## src/rtl/hdn_pkg.sv

```systemverilog
package hdn_pkg;

    typedef enum logic [1:0] {
        CMP_DIFF = 2'd0,
        CMP_SAME = 2'd1,
        CMP_MASK = 2'd2
    } cmp_rule_e;

    typedef enum logic [1:0] {
        PH_IDLE  = 2'd0,
        PH_EVAL  = 2'd1,
        PH_SWEEP = 2'd2
    } run_phase_e;

    typedef struct packed {
        logic load;
        logic step;
        logic shot;
    } cell_ctl_t;

    function automatic logic combine_bit(input logic [1:0] rule, input logic a, input logic b);
        case (rule)
            CMP_SAME: combine_bit = ~(a ^ b);
            CMP_MASK: combine_bit = a & b;
            default:  combine_bit = a ^ b;
        endcase
    endfunction

endpackage

```

## src/rtl/hdn_sweep.sv

```systemverilog
module hdn_sweep
    import hdn_pkg::*;
#(
    parameter int W  = 8,
    parameter int CW = $clog2(W + 2)
) (
    input  logic          clk,
    input  logic          rst,
    input  logic          clear,
    input  logic          eval_valid,
    input  logic          fire,
    input  logic          sweep_mode,
    output logic [CW-1:0] ramp,
    output cell_ctl_t     ctl,
    output logic          done
);
    localparam logic [CW-1:0] RAMP_END = CW'(W + 1);

    run_phase_e phase;

    always_ff @(posedge clk) begin
        if (rst) begin
            phase <= PH_IDLE;
            ramp  <= '0;
        end else if (clear) begin
            phase <= PH_EVAL;
            ramp  <= '0;
        end else begin
            case (phase)
                PH_EVAL: if (fire) begin
                    phase <= PH_SWEEP;
                    ramp  <= sweep_mode ? RAMP_END : '0;
                end
                PH_SWEEP: if (ramp != RAMP_END) ramp <= ramp + 1'b1;
                default: ;
            endcase
        end
    end

    always_comb begin
        ctl.load = eval_valid && (phase == PH_EVAL);
        ctl.shot = fire && sweep_mode && (phase == PH_EVAL);
        ctl.step = (phase == PH_SWEEP) && (ramp != RAMP_END);
    end

    assign done = (phase == PH_SWEEP) && (ramp == RAMP_END);

    p_ramp_bound_r7: assert property (@(posedge clk) disable iff (rst)
        ramp <= RAMP_END);
    p_done_hold_r7: assert property (@(posedge clk) disable iff (rst)
        (done && !clear) |=> done);
    p_sweep_advance_r5: assert property (@(posedge clk) disable iff (rst)
        (phase == PH_SWEEP && ramp != RAMP_END && !clear) |=> (ramp == CW'($past(ramp) + 1'b1)));
    p_idle_holds_r1: assert property (@(posedge clk) disable iff (rst)
        (phase == PH_IDLE && !clear) |=> !done);

endmodule

```

## src/rtl/hdn_cell.sv

```systemverilog
module hdn_cell
    import hdn_pkg::*;
#(
    parameter int W  = 8,
    parameter int CW = $clog2(W + 2)
) (
    input  logic          clk,
    input  logic          rst,
    input  logic          clear,
    input  logic          wr_en,
    input  logic [W-1:0]  wr_pattern,
    input  logic [1:0]    rule,
    input  logic [W-1:0]  eval_vector,
    input  cell_ctl_t     ctl,
    input  logic [CW-1:0] ramp,
    input  logic [CW-1:0] amplitude,
    output logic          flag
);
    logic [W-1:0]  pattern;
    logic [CW-1:0] score;
    logic [CW-1:0] next_score;

    always_comb begin
        next_score = '0;
        for (int b = 0; b < W; b++)
            next_score = next_score + CW'(combine_bit(rule, eval_vector[b], pattern[b]));
    end

    always_ff @(posedge clk) begin
        if (rst) pattern <= '0;
        else if (wr_en) pattern <= wr_pattern;
    end

    always_ff @(posedge clk) begin
        if (rst || clear) score <= '0;
        else if (ctl.load) score <= next_score;
    end

    always_ff @(posedge clk) begin
        if (rst || clear) flag <= 1'b0;
        else if (ctl.shot) flag <= (score <= amplitude);
        else if (ctl.step && ramp >= score) flag <= 1'b1;
    end

    p_flag_sticky_r6: assert property (@(posedge clk) disable iff (rst)
        $fell(flag) |-> $past(clear));
    p_score_range_r2: assert property (@(posedge clk) disable iff (rst)
        score <= CW'(W));
    p_clear_drops_r10: assert property (@(posedge clk) disable iff (rst)
        clear |=> (!flag && score == '0));

endmodule

```

## src/rtl/hdn_array.sv

```systemverilog
module hdn_array
    import hdn_pkg::*;
#(
    parameter int N  = 4,
    parameter int W  = 8,
    localparam int IW = (N > 1) ? $clog2(N) : 1,
    localparam int CW = $clog2(W + 2)
) (
    input  logic          clk,
    input  logic          rst,
    input  logic          wr_en,
    input  logic [IW-1:0] wr_idx,
    input  logic [W-1:0]  wr_pattern,
    input  logic [1:0]    rule,
    input  logic          sweep_mode,
    input  logic [CW-1:0] amplitude,
    input  logic          clear,
    input  logic          eval_valid,
    input  logic [W-1:0]  eval_vector,
    input  logic          fire,
    output logic [N-1:0]  flags,
    output logic          done
);
    cell_ctl_t     ctl;
    logic [CW-1:0] ramp;

    hdn_sweep #(.W(W), .CW(CW)) u_sweep (
        .clk        (clk),
        .rst        (rst),
        .clear      (clear),
        .eval_valid (eval_valid),
        .fire       (fire),
        .sweep_mode (sweep_mode),
        .ramp       (ramp),
        .ctl        (ctl),
        .done       (done)
    );

    for (genvar i = 0; i < N; i++) begin : g_cell
        hdn_cell #(.W(W), .CW(CW)) u_cell (
            .clk         (clk),
            .rst         (rst),
            .clear       (clear),
            .wr_en       (wr_en && (wr_idx == IW'(i))),
            .wr_pattern  (wr_pattern),
            .rule        (rule),
            .eval_vector (eval_vector),
            .ctl         (ctl),
            .ramp        (ramp),
            .amplitude   (amplitude),
            .flag        (flags[i])
        );
    end

    p_reset_quiet_r1: assert property (@(posedge clk)
        rst |=> (flags == '0 && !done));
    p_clear_quiet_r10: assert property (@(posedge clk) disable iff (rst)
        clear |=> (flags == '0 && !done));

endmodule

```

## config.mk

```make
export PLATFORM = sky130hd
export DESIGN_NAME = hdn_array
export DESIGN_NICKNAME = d
export VERILOG_FILES = /design/src/rtl/hdn_pkg.sv /design/src/rtl/hdn_sweep.sv /design/src/rtl/hdn_cell.sv /design/src/rtl/hdn_array.sv
export SDC_FILE = /design/constraint.sdc
export NUM_CORES = 1
export LEC_CHECK = 0
export BUFFER_PORTS_ARGS = -buffer_cell sky130_fd_sc_hd__clkbuf_2
export CORE_MARGIN = 2
export CORE_UTILIZATION = 45
export DETAILED_ROUTE_END_ITERATION = 10
export PLACE_DENSITY = 0.62
export SLEW_MARGIN = 20
export SYNTH_ARGS = -nofsm -noshare
export SYNTH_HDL_FRONTEND = slang
export SYNTH_SLANG_ARGS = --single-unit
```

## constraint.sdc

```tcl
create_clock -name clk -period 10.76 [get_ports clk]
set_input_delay 0.538 -clock clk [delete_from_list [all_inputs] [get_ports clk]]
set_output_delay 0.538 -clock clk [all_outputs]
set_load 0.005 [all_outputs]
```

==> impl_metrics.ini <==
[run_status]
status = completed

[critical_path]
r2r-start = g_cell[3].u_cell.pattern[1]$_SDFFE_PP0P_
critPathArrivalTime_ps = 4250
r2r_end = g_cell[3].u_cell.score[2]$_SDFFE_PP0P_
critPathKind = in2reg
cpMaxStageDelayCell = fa_1
rrSetupSlack_ps = 7070
crit_family = adder cells
cpMostUsedCell = fa_1
cp_max_fo = 56
slowest_delay_ps = 520
worst_ep_required_time_ps = 11030
path_cells = clkbuf_2 > inv_1 > ha_2 > buf_4 > a221oi_1 > a21oi_1 > ha_1 > inv_1 > fa_1 > fa_1 > fa_1 > fa_1 > xnor2_1 > nand2_1 > a21oi_1
r2r_cells = 13
worstSetupEndpointType = register
crit_buf_inv = 4
start_kind = input pin

[clock_network]
cts_setup_buffers = 0
cts_made_buffers = 9
cts_resized = 0
insertion_delay_ps = 340
cts_root_buf = clkbuf_8
clk_pin_slew_worst_paths_ps = 60
hold_buffers = 0
cts-htree-levels = 3
cts_tree = built
clock_path_buffers = 2
cts_sinks = 58

[sta]
rsz0062_at_grt = false
fin_setup_tns_ps = 0
skew_ps = 6.86
relSlewSlack = 0.337
final-setup-viol-count = 0
finalMaxSlewViolations = 0
tightest_slew_ps = 990
post-route-period-util = 0.370
hold_viol = 0
finalWorstPathRequiredPeriod_ps = 3980
finalWorstSetupSlack_ps = 6780
fmax_ghz = 0.251

[grt]
grt_overflow = 0
grt_pass1_vias = 3613
busiest_layer = met2
grt_pass1_wl_um = 17100
grt_start_max_net_pins = 57
met1_usage = 0.241
use_met3 = 0.0427
track_usage = 0.192
antenna_found_initial = 0
grt_use_met2 = 0.334

[pwr]
peakVddDrop_v = 0.0000728
leakagePower_uw = 0.00240
p_total_uw = 635
powerDensity_nw_per_um2 = 127

[routing]
viasPerCell = 5.32
num_vias = 3613
wl_per_cell_um = 14.6
drc = 0
dr.first_iter.drc_count = 114
wl_um = 9940
firstDrtPassIters = 6
postRouteAntennaNets = 0

[hold_path]
hold_end = u_sweep.phase[0]$_SDFFE_PP0P_
min_path_cells = 3
hp-start = clear
worstHoldPathType = in2reg

[synthesis]
synth_nets = 648
synth-seq-cells = 58
synth_area_um2 = 4650
yosys_warnings = 0
syn_inst = 521
avgSynthCellArea_um2 = 8.93
yosysSeqAreaShare = 0.250
synth_cell_types = 36

[placed_design]
post-place-ws_ps = 6140
io_buffers = 35
post-dp-hpwl_um = 7710
gp_congestion = 0.785

[floorplanning]
io_pins = 36
die_area_um2 = 11200
die_x_um = 106
core_area_um2 = 10200
initial_utilization = 0.457
dieHeight_um = 106
placementRows = 37

[final_layout]
num-nets-final = 665
area_delta_synth_final_pct = 7.69
drive_above_1_share = 0.120
antenna_cells = 0
final_common_cell = ha_1
mostFrequentLayoutCells = ha_1, inv_1, dfxtp_1

[flow_run]
maxCapViolations = 0
-- registers in the layout, summed over array words and instances, names as in the netlist --
signal	cells
g_cell.u_cell.pattern	32
g_cell.u_cell.score	16
g_cell.u_cell.flag	4
u_sweep.ramp	4
u_sweep.phase	2
-- synth_stat cells (all sizes together) --
cell / n / area, um2
a21o: 3 / 22.5
xor2: 2 / 17.5
a211o: 1 / 8.76
inv: 60 / 225
o21a: 4 / 30.0
or2: 1 / 6.26
dfxtp: 58 / 1160
o31ai: 4 / 30.0
and2: 1 / 8.76
nand2: 31 / 121
a311oi: 4 / 35.0
o21ai: 12 / 60.1
a211oi: 6 / 75.1
a221oi: 24 / 210
and4b: 1 / 10.0
mux2i: 40 / 400
nand3: 8 / 45.0
fa: 16 / 320
o211ai: 2 / 15.0
buf: 23 / 148
nor3b: 3 / 22.5
nor2b: 10 / 70.1
nand4: 8 / 50.1
clkbuf: 9 / 33.8
nor2: 45 / 169
ha: 80 / 1000
xnor2: 4 / 35.0
and2b: 1 / 10.0
a21oi: 56 / 280
nand3b: 4 / 30.0
-- metal layers --
metal | wire (um) | vias to the layer above
met3 | 341 | 12
met2 | 4920 | 55
met4 | 125 | 0
met1 | 4560 | 1688
met5 | 0 | -
li1 | - | 1858
-- cells by family (layout without fill, tap and decap cells) --
group | after synthesis | in the layout | synth area share
AO/OA/AOI/OAI | 116 | 116 | 0.165
AND/OR/NAND/NOR | 113 | 113 | 0.117
adder cells (fa/ha/maj) | 96 | 96 | 0.284
buffers and inverters | 92 | 114 | 0.0874
flip-flops | 58 | 58 | 0.250
multiplexers | 40 | 40 | 0.0861
XOR/XNOR | 6 | 6 | 0.0113
-- report_power, final --
part	internal (uW)	switching, uW
logic	104	129
clock network	88.8	84.8
registers	223	5.68
total	415	220
-- how the worst max path moves through the flow --
stage / cells past startpoint / to / slack, ps / start
global route: 15 / g_cell[3].u_cell.score[2]$_SDFFE_PP0P_ / 6560 / rule[0]
finish: 15 / g_cell[3].u_cell.score[2]$_SDFFE_PP0P_ / 6780 / rule[0]
global placement: 14 / g_cell[1].u_cell.score[1]$_SDFFE_PP0P_ / 6310 / rule[0]
floorplan: 15 / g_cell[3].u_cell.score[2]$_SDFFE_PP0P_ / 6790 / rule[0]
CTS: 14 / g_cell[3].u_cell.score[2]$_SDFFE_PP0P_ / 6500 / rule[0]
detailed placement: 14 / g_cell[3].u_cell.score[2]$_SDFFE_PP0P_ / 6140 / rule[0]
-- metrics by stage --
step | instance area, um2 | utilization | hold slack (ps) | cells
3_3_place_gp | 4840 | 0.476 | 469 | 663
4_1_cts | 5010 | 0.492 | 406 | 679
5_1_grt | 5010 | 0.492 | 418 | 679
2_1_floorplan | 4650 | - | 449 | 521
3_5_place_dp | 4840 | 0.476 | 477 | 663
6_report | 5010 | 0.492 | 414 | 679
-- layout make-up --
class | instances | area, um2
clock inverter | 3 | 15.0
multi-input combinational | 371 | 3090
fill | 1022 | 5170
tap | 136 | 170
clock buffer | 13 | 149
timing repair buffer | 38 | 198
inverter | 60 | 225
sequential | 58 | 1160
-- tightest hold or removal path, cell delays in order --
cell and delay (ps):
clkbuf_2 80, a21oi_1 30, nor2_1 60
(Power assumes the default switching activity.)
